===== src/rtl/tamp_pkg.sv =====
package tamp_pkg;

    // Per-channel configuration word; bit 0 is the arm bit.
    typedef struct packed {
        logic rail_hi;   // bit 3: pin level while tampered
        logic rest_open; // bit 2: 1 = switch rests open, 0 = rests closed
        logic irq_en;    // bit 1
        logic arm;       // bit 0
    } chan_cfg_t;

    localparam int CFG_W      = $bits(chan_cfg_t);
    localparam int FLAGS_ADDR = 0;

    // Tampered when (rests open and pin at rail) or (rests closed and pin off rail).
    function automatic logic tamper_seen(input logic pin, input chan_cfg_t c);
        return pin ^ c.rail_hi ^ c.rest_open;
    endfunction

endpackage


===== src/rtl/tamp_sync.sv =====
module tamp_sync #(
    parameter int W      = 2,
    parameter int STAGES = 2
) (
    input  logic         clk,
    input  logic         rst,
    input  logic [W-1:0] d,
    output logic [W-1:0] q
);
    logic [W-1:0] stage [STAGES];

    always_ff @(posedge clk) begin
        if (rst) begin
            for (int s = 0; s < STAGES; s++) stage[s] <= '0;
        end else begin
            stage[0] <= d;
            for (int s = 1; s < STAGES; s++) stage[s] <= stage[s-1];
        end
    end

    assign q = stage[STAGES-1];
endmodule


===== src/rtl/tamp_regs.sv =====
module tamp_regs
    import tamp_pkg::*;
#(
    parameter int NUM_CH = 2,
    parameter int AW     = 2,
    parameter int DW     = 8
) (
    input  logic                    clk,
    input  logic                    rst,
    input  logic                    wr_en,
    input  logic [AW-1:0]           addr,
    input  logic [DW-1:0]           wdata,
    input  logic [NUM_CH-1:0]       flags,
    output chan_cfg_t [NUM_CH-1:0]  cfg,
    output logic                    batt_irq_en,
    output logic [DW-1:0]           rdata
);
    localparam int BATT_ADDR = NUM_CH + 1;

    for (genvar i = 0; i < NUM_CH; i++) begin : g_cfg
        always_ff @(posedge clk) begin
            if (rst)
                cfg[i] <= '0;
            else if (wr_en && addr == AW'(i + 1))
                cfg[i] <= chan_cfg_t'(wdata[CFG_W-1:0]);
        end
    end

    always_ff @(posedge clk) begin
        if (rst)
            batt_irq_en <= 1'b0;
        else if (wr_en && addr == AW'(BATT_ADDR))
            batt_irq_en <= wdata[0];
    end

    // Flags address is read-only: no write path exists for it.
    always_comb begin
        rdata = '0;
        if (addr == AW'(FLAGS_ADDR)) rdata[NUM_CH-1:0] = flags;
        for (int i = 0; i < NUM_CH; i++)
            if (addr == AW'(i + 1)) rdata[CFG_W-1:0] = cfg[i];
        if (addr == AW'(BATT_ADDR)) rdata[0] = batt_irq_en;
    end
endmodule


===== src/rtl/tamp_chan.sv =====
module tamp_chan
    import tamp_pkg::*;
(
    input  logic      clk,
    input  logic      rst,
    input  chan_cfg_t cfg,
    input  logic      pin_s,
    output logic      flag
);
    logic hit;
    assign hit = tamper_seen(pin_s, cfg);

    always_ff @(posedge clk) begin
        if (rst || !cfg.arm)
            flag <= 1'b0;
        else if (hit)
            flag <= 1'b1;
    end

    AST_CLEAR_WHEN_DISARMED: assert property (@(posedge clk) disable iff (rst)
        $past(!cfg.arm) |-> !flag);
    AST_FLAG_STICKY: assert property (@(posedge clk) disable iff (rst)
        (cfg.arm && $past(cfg.arm) && $past(flag)) |-> flag);
    AST_SET_NEEDS_HIT: assert property (@(posedge clk) disable iff (rst)
        $rose(flag) |-> $past(cfg.arm && hit));
endmodule


===== src/rtl/tamper_guard.sv =====
module tamper_guard
    import tamp_pkg::*;
#(
    parameter int NUM_CH      = 2,
    parameter int AW          = 2,
    parameter int DW          = 8,
    parameter int SYNC_STAGES = 2
) (
    input  logic              clk,
    input  logic              rst,
    input  logic              wr_en,
    input  logic [AW-1:0]     addr,
    input  logic [DW-1:0]     wdata,
    output logic [DW-1:0]     rdata,
    input  logic [NUM_CH-1:0] tamper_pin,
    input  logic              on_battery,
    output logic              irq
);
    chan_cfg_t [NUM_CH-1:0] cfg;
    logic [NUM_CH-1:0]      pin_s;
    logic [NUM_CH-1:0]      flags;
    logic [NUM_CH-1:0]      ie_vec;
    logic                   batt_irq_en;

    tamp_sync #(.W(NUM_CH), .STAGES(SYNC_STAGES)) u_sync (
        .clk(clk), .rst(rst), .d(tamper_pin), .q(pin_s)
    );

    tamp_regs #(.NUM_CH(NUM_CH), .AW(AW), .DW(DW)) u_regs (
        .clk(clk), .rst(rst), .wr_en(wr_en), .addr(addr), .wdata(wdata),
        .flags(flags), .cfg(cfg), .batt_irq_en(batt_irq_en), .rdata(rdata)
    );

    for (genvar i = 0; i < NUM_CH; i++) begin : g_ch
        tamp_chan u_chan (
            .clk(clk), .rst(rst), .cfg(cfg[i]), .pin_s(pin_s[i]), .flag(flags[i])
        );
        assign ie_vec[i] = cfg[i].irq_en;
    end

    assign irq = (|(flags & ie_vec)) && (!on_battery || batt_irq_en);

    AST_BATT_GATE: assert property (@(posedge clk) disable iff (rst)
        (on_battery && !batt_irq_en) |-> !irq);
    AST_IRQ_HAS_SOURCE: assert property (@(posedge clk) disable iff (rst)
        irq |-> |(flags & ie_vec));
    AST_FLAGS_ZERO_AFTER_RESET: assert property (@(posedge clk)
        $past(rst) |-> (flags == '0));
endmodule


===== config.mk =====
export PLATFORM = sky130hd
export DESIGN_NAME = tamper_guard
export DESIGN_NICKNAME = d
export VERILOG_FILES = /design/src/rtl/tamp_pkg.sv /design/src/rtl/tamp_sync.sv /design/src/rtl/tamp_regs.sv /design/src/rtl/tamp_chan.sv /design/src/rtl/tamper_guard.sv
export SDC_FILE = /design/constraint.sdc
export NUM_CORES = 1
export LEC_CHECK = 0
export ABC_CLOCK_PERIOD_IN_PS = 1600
export CAP_MARGIN = 20
export CORE_MARGIN = 3
export CORE_UTILIZATION = 44
export DETAILED_ROUTE_END_ITERATION = 7
export PLACE_DENSITY = 0.77
export SLEW_MARGIN = 40
export SYNTH_ARGS = -nofsm -noshare
export SYNTH_HDL_FRONTEND = slang
export SYNTH_HIERARCHICAL = 1
export SYNTH_SLANG_ARGS = --single-unit

===== constraint.sdc =====
create_clock -name clk -period 1.6 [get_ports clk]
set_input_delay 0.32 -clock clk [delete_from_list [all_inputs] [get_ports clk]]
set_output_delay 0.32 -clock clk [all_outputs]
set_load 0.02 [all_outputs]

==> impl_metrics.ini <==
[status]
status = finished clean

[setup_path]
cp-end-kind = output port
critPathKind = input port to output port
crit_buf_inv = 2
ff2ff_path_depth = 2
crit_chain = clkdlybuf4s15_2 > mux4_2 > buf_2
crit_family = multiplexers
max_stage_delay_ps = 500
cp_data_required_time_ps = 1280
cp_max_fo = 4
worst-path-stages = 3
cp.arrival_ps = 1220
critPathLaunchType = input port
cp_slowest_cell = mux4_2

[layout]
synthToLayoutAreaGrowth_pct = 28.12
nNetsFinal = 112
layout-drive-gt1-share_pct = 22.11
fin_util_pct = 61.80
diodes = 0
nFillCells = 145

[routing]
drt.antenna.violating_nets = 0
routed_via_density = 4.883
drt_iter0_drc = 10
first_pass_iters = 4
drc = 0
routed_wl_mm = 1.321
wl_per_cell_um = 11.90
num_vias = 542

[placed_design]
dp_hpwl_mm = 1.022
place.gp.congestion = 0.7360
dp_slack_ps = -667.2
io_buffers = 16

[pwr]
power_density_nw_per_um2 = 744.3
swShare_pct = 23.29
power_frac_seq_pct = 54.8
combPwrFrac_pct = 15.7
p_leak_uw = 0.0004142
power.switching_uw = 167.0
ir_drop_v = 0.0004451
clkPwrFrac_pct = 29.4
p_total_uw = 717.1
internal_power_uw = 550.1

[run]
drv_cap = 0

[logic_synthesis]
synthesis.area_um2 = 752.0
async_reset_ff_share_pct = 0
synth-edff-count = 0
ys_top_cells_by_area = dfxtp_1 (40%), mux2i_1 (13%), nand2b_1 (12%)
synth_top_area_share_pct = 39.93
ys_seq_area_share_pct = 39.93
yosys_warnings = 6
syn-instance-count = 72
ys.flop_type = dfxtp_1
post_synth.cell_area_avg_um2 = 10.44
synth_seq_cells = 15
yosysTopAreaCell = dfxtp_1
synth_commonest_cells = dfxtp_1 (15), nand2b_1 (15), mux2i_1 (10)
synth.distinct_cells = 18

[timing]
fmax_mhz = 648.2
setup_slack_ps = 57.27
final_hold_viol_count = 0
fin_hold_ws_ps = 443.4
final.period_utilization_pct = 96.42
setup_tns_ps = 0
skew_ps = 2.042
rsz0062_at_grt = no
drv_slew = 0
period_needed_ps = 1543
setup_violations = 0

[clock_network]
cts_sinks = 15
post_cts_resized = 22
cts_tree = built
hold_buffers = 0
cts-buffers-inserted = 3
clock-root-buffer = clkbuf_4
htree_levels = 1
cts.clk_slew.worst_paths_ps = 80
insertion_delay_ps = 280
clockBufferDepth = 2
postCtsSetupBuffers = 0

[worst_hold_path]
hold_path_class = register to register
holdPathStages = 1

[floorplan]
pin_count = 25
core_um2 = 1559
rows = 14
start_util_pct = 48.23
dieArea_um2 = 2241
die_h_um = 47.34
die_w_um = 47.34

[global_routing]
track_usage_pct = 13.92
grt_antenna_before_repair = 0
grt_pass1_vias = 468
grt_pass1_wl_mm = 2.049
grt_max_degree = 20
grt.overflow.total = 0
[metal layers]
layer | up-vias | GRT usage, % | part of all wire [%]
li1 | 278 | - | -
met1 | 241 | 18.84 | 46
met2 | 19 | 18.98 | 45
met3 | 4 | 4.598 | 7.3
met4 | 0 | 8.287 | 1.7
met5 | - | 0 | 0
[registers in the layout, summed over array words and instances (netlist names)]
name and cells:
g_ch.u_chan/flag 2, u_sync/stage 4, u_regs/cfg 8, u_regs/batt_irq_en 1
[stage by stage]
step	cells	area (um^2)
3_3_place_gp	107	943.4
3_5_place_dp	107	943.4
2_1_floorplan	75	763.2
4_1_cts	111	965.9
6_report	111	963.4
5_1_grt	111	963.4
[worst register-to-register path: cells and delay by family (launching register included)]
| family | cells | cell delay, ps |
|---|---|---|
| compound gates | 1 | 160 |
| xor+xnor | 1 | 400 |
| flops | 1 | 370 |
[cell families (layout without fill, tap and decap cells)]
logic type	after synthesis	after routing	share of synthesized area, %
buffers and inverters	12	32	10.48
and+or+nand+nor	24	24	20.30
AOI/OAI and AO/OA	7	7	6.490
muxes	11	11	16.31
other	1	4	0.4987
xor gates and xnor gates	2	2	5.990
DFF	15	15	39.93
[worst paths after layout]
path / startpoint / end / slack (ps)
setup / recovery: addr[1] / rdata[0] / 60
hold / removal: u_sync/stage[0][1]$_SDFF_PP0_ / u_sync/stage[0][3]$_SDFF_PP0_ / 440
setup reg to reg: u_regs/cfg[3]$_SDFFE_PP0P_ / g_ch[0].u_chan/flag$_SDFFE_PP0P_ / 610
hold reg to reg: u_sync/stage[0][1]$_SDFF_PP0_ / u_sync/stage[0][3]$_SDFF_PP0_ / 440
[cell type report]
class                           instances  area, um^2  area share [%]
Clock buffer                            4       26.28           2.727
Inverter                                3       11.26           1.169
Multi-Input combinational cell         48       389.1           40.39
Sequential cell                        15       300.3           31.17
Tap cell                               16       20.02           2.078
Timing Repair Buffer                   25       216.5           22.47
[power groups by stage]
stage / combinational (uW) / sequential (uW) / clock, uW
finish: 113 / 393 / 211
global route: 123 / 395 / 247
global placement: 114 / 402 / 0
floorplan: 72.6 / 400 / 0
CTS: 113 / 393 / 224
detailed placement: 115 / 402 / 0
[layout by cell type (no fill, tap or decap), drive strengths merged, types with 2 or more instances in the layout]
master	instances
dfxtp	15
inv	3
clkdlybuf4s15	4
mux2i	10
nand2b	15
nor2b	6
a21oi	3
xnor3	2
buf	12
conb	4
clkdlybuf4s50	9
a22o	2
clkbuf	4
(Power assumes the default switching activity.)
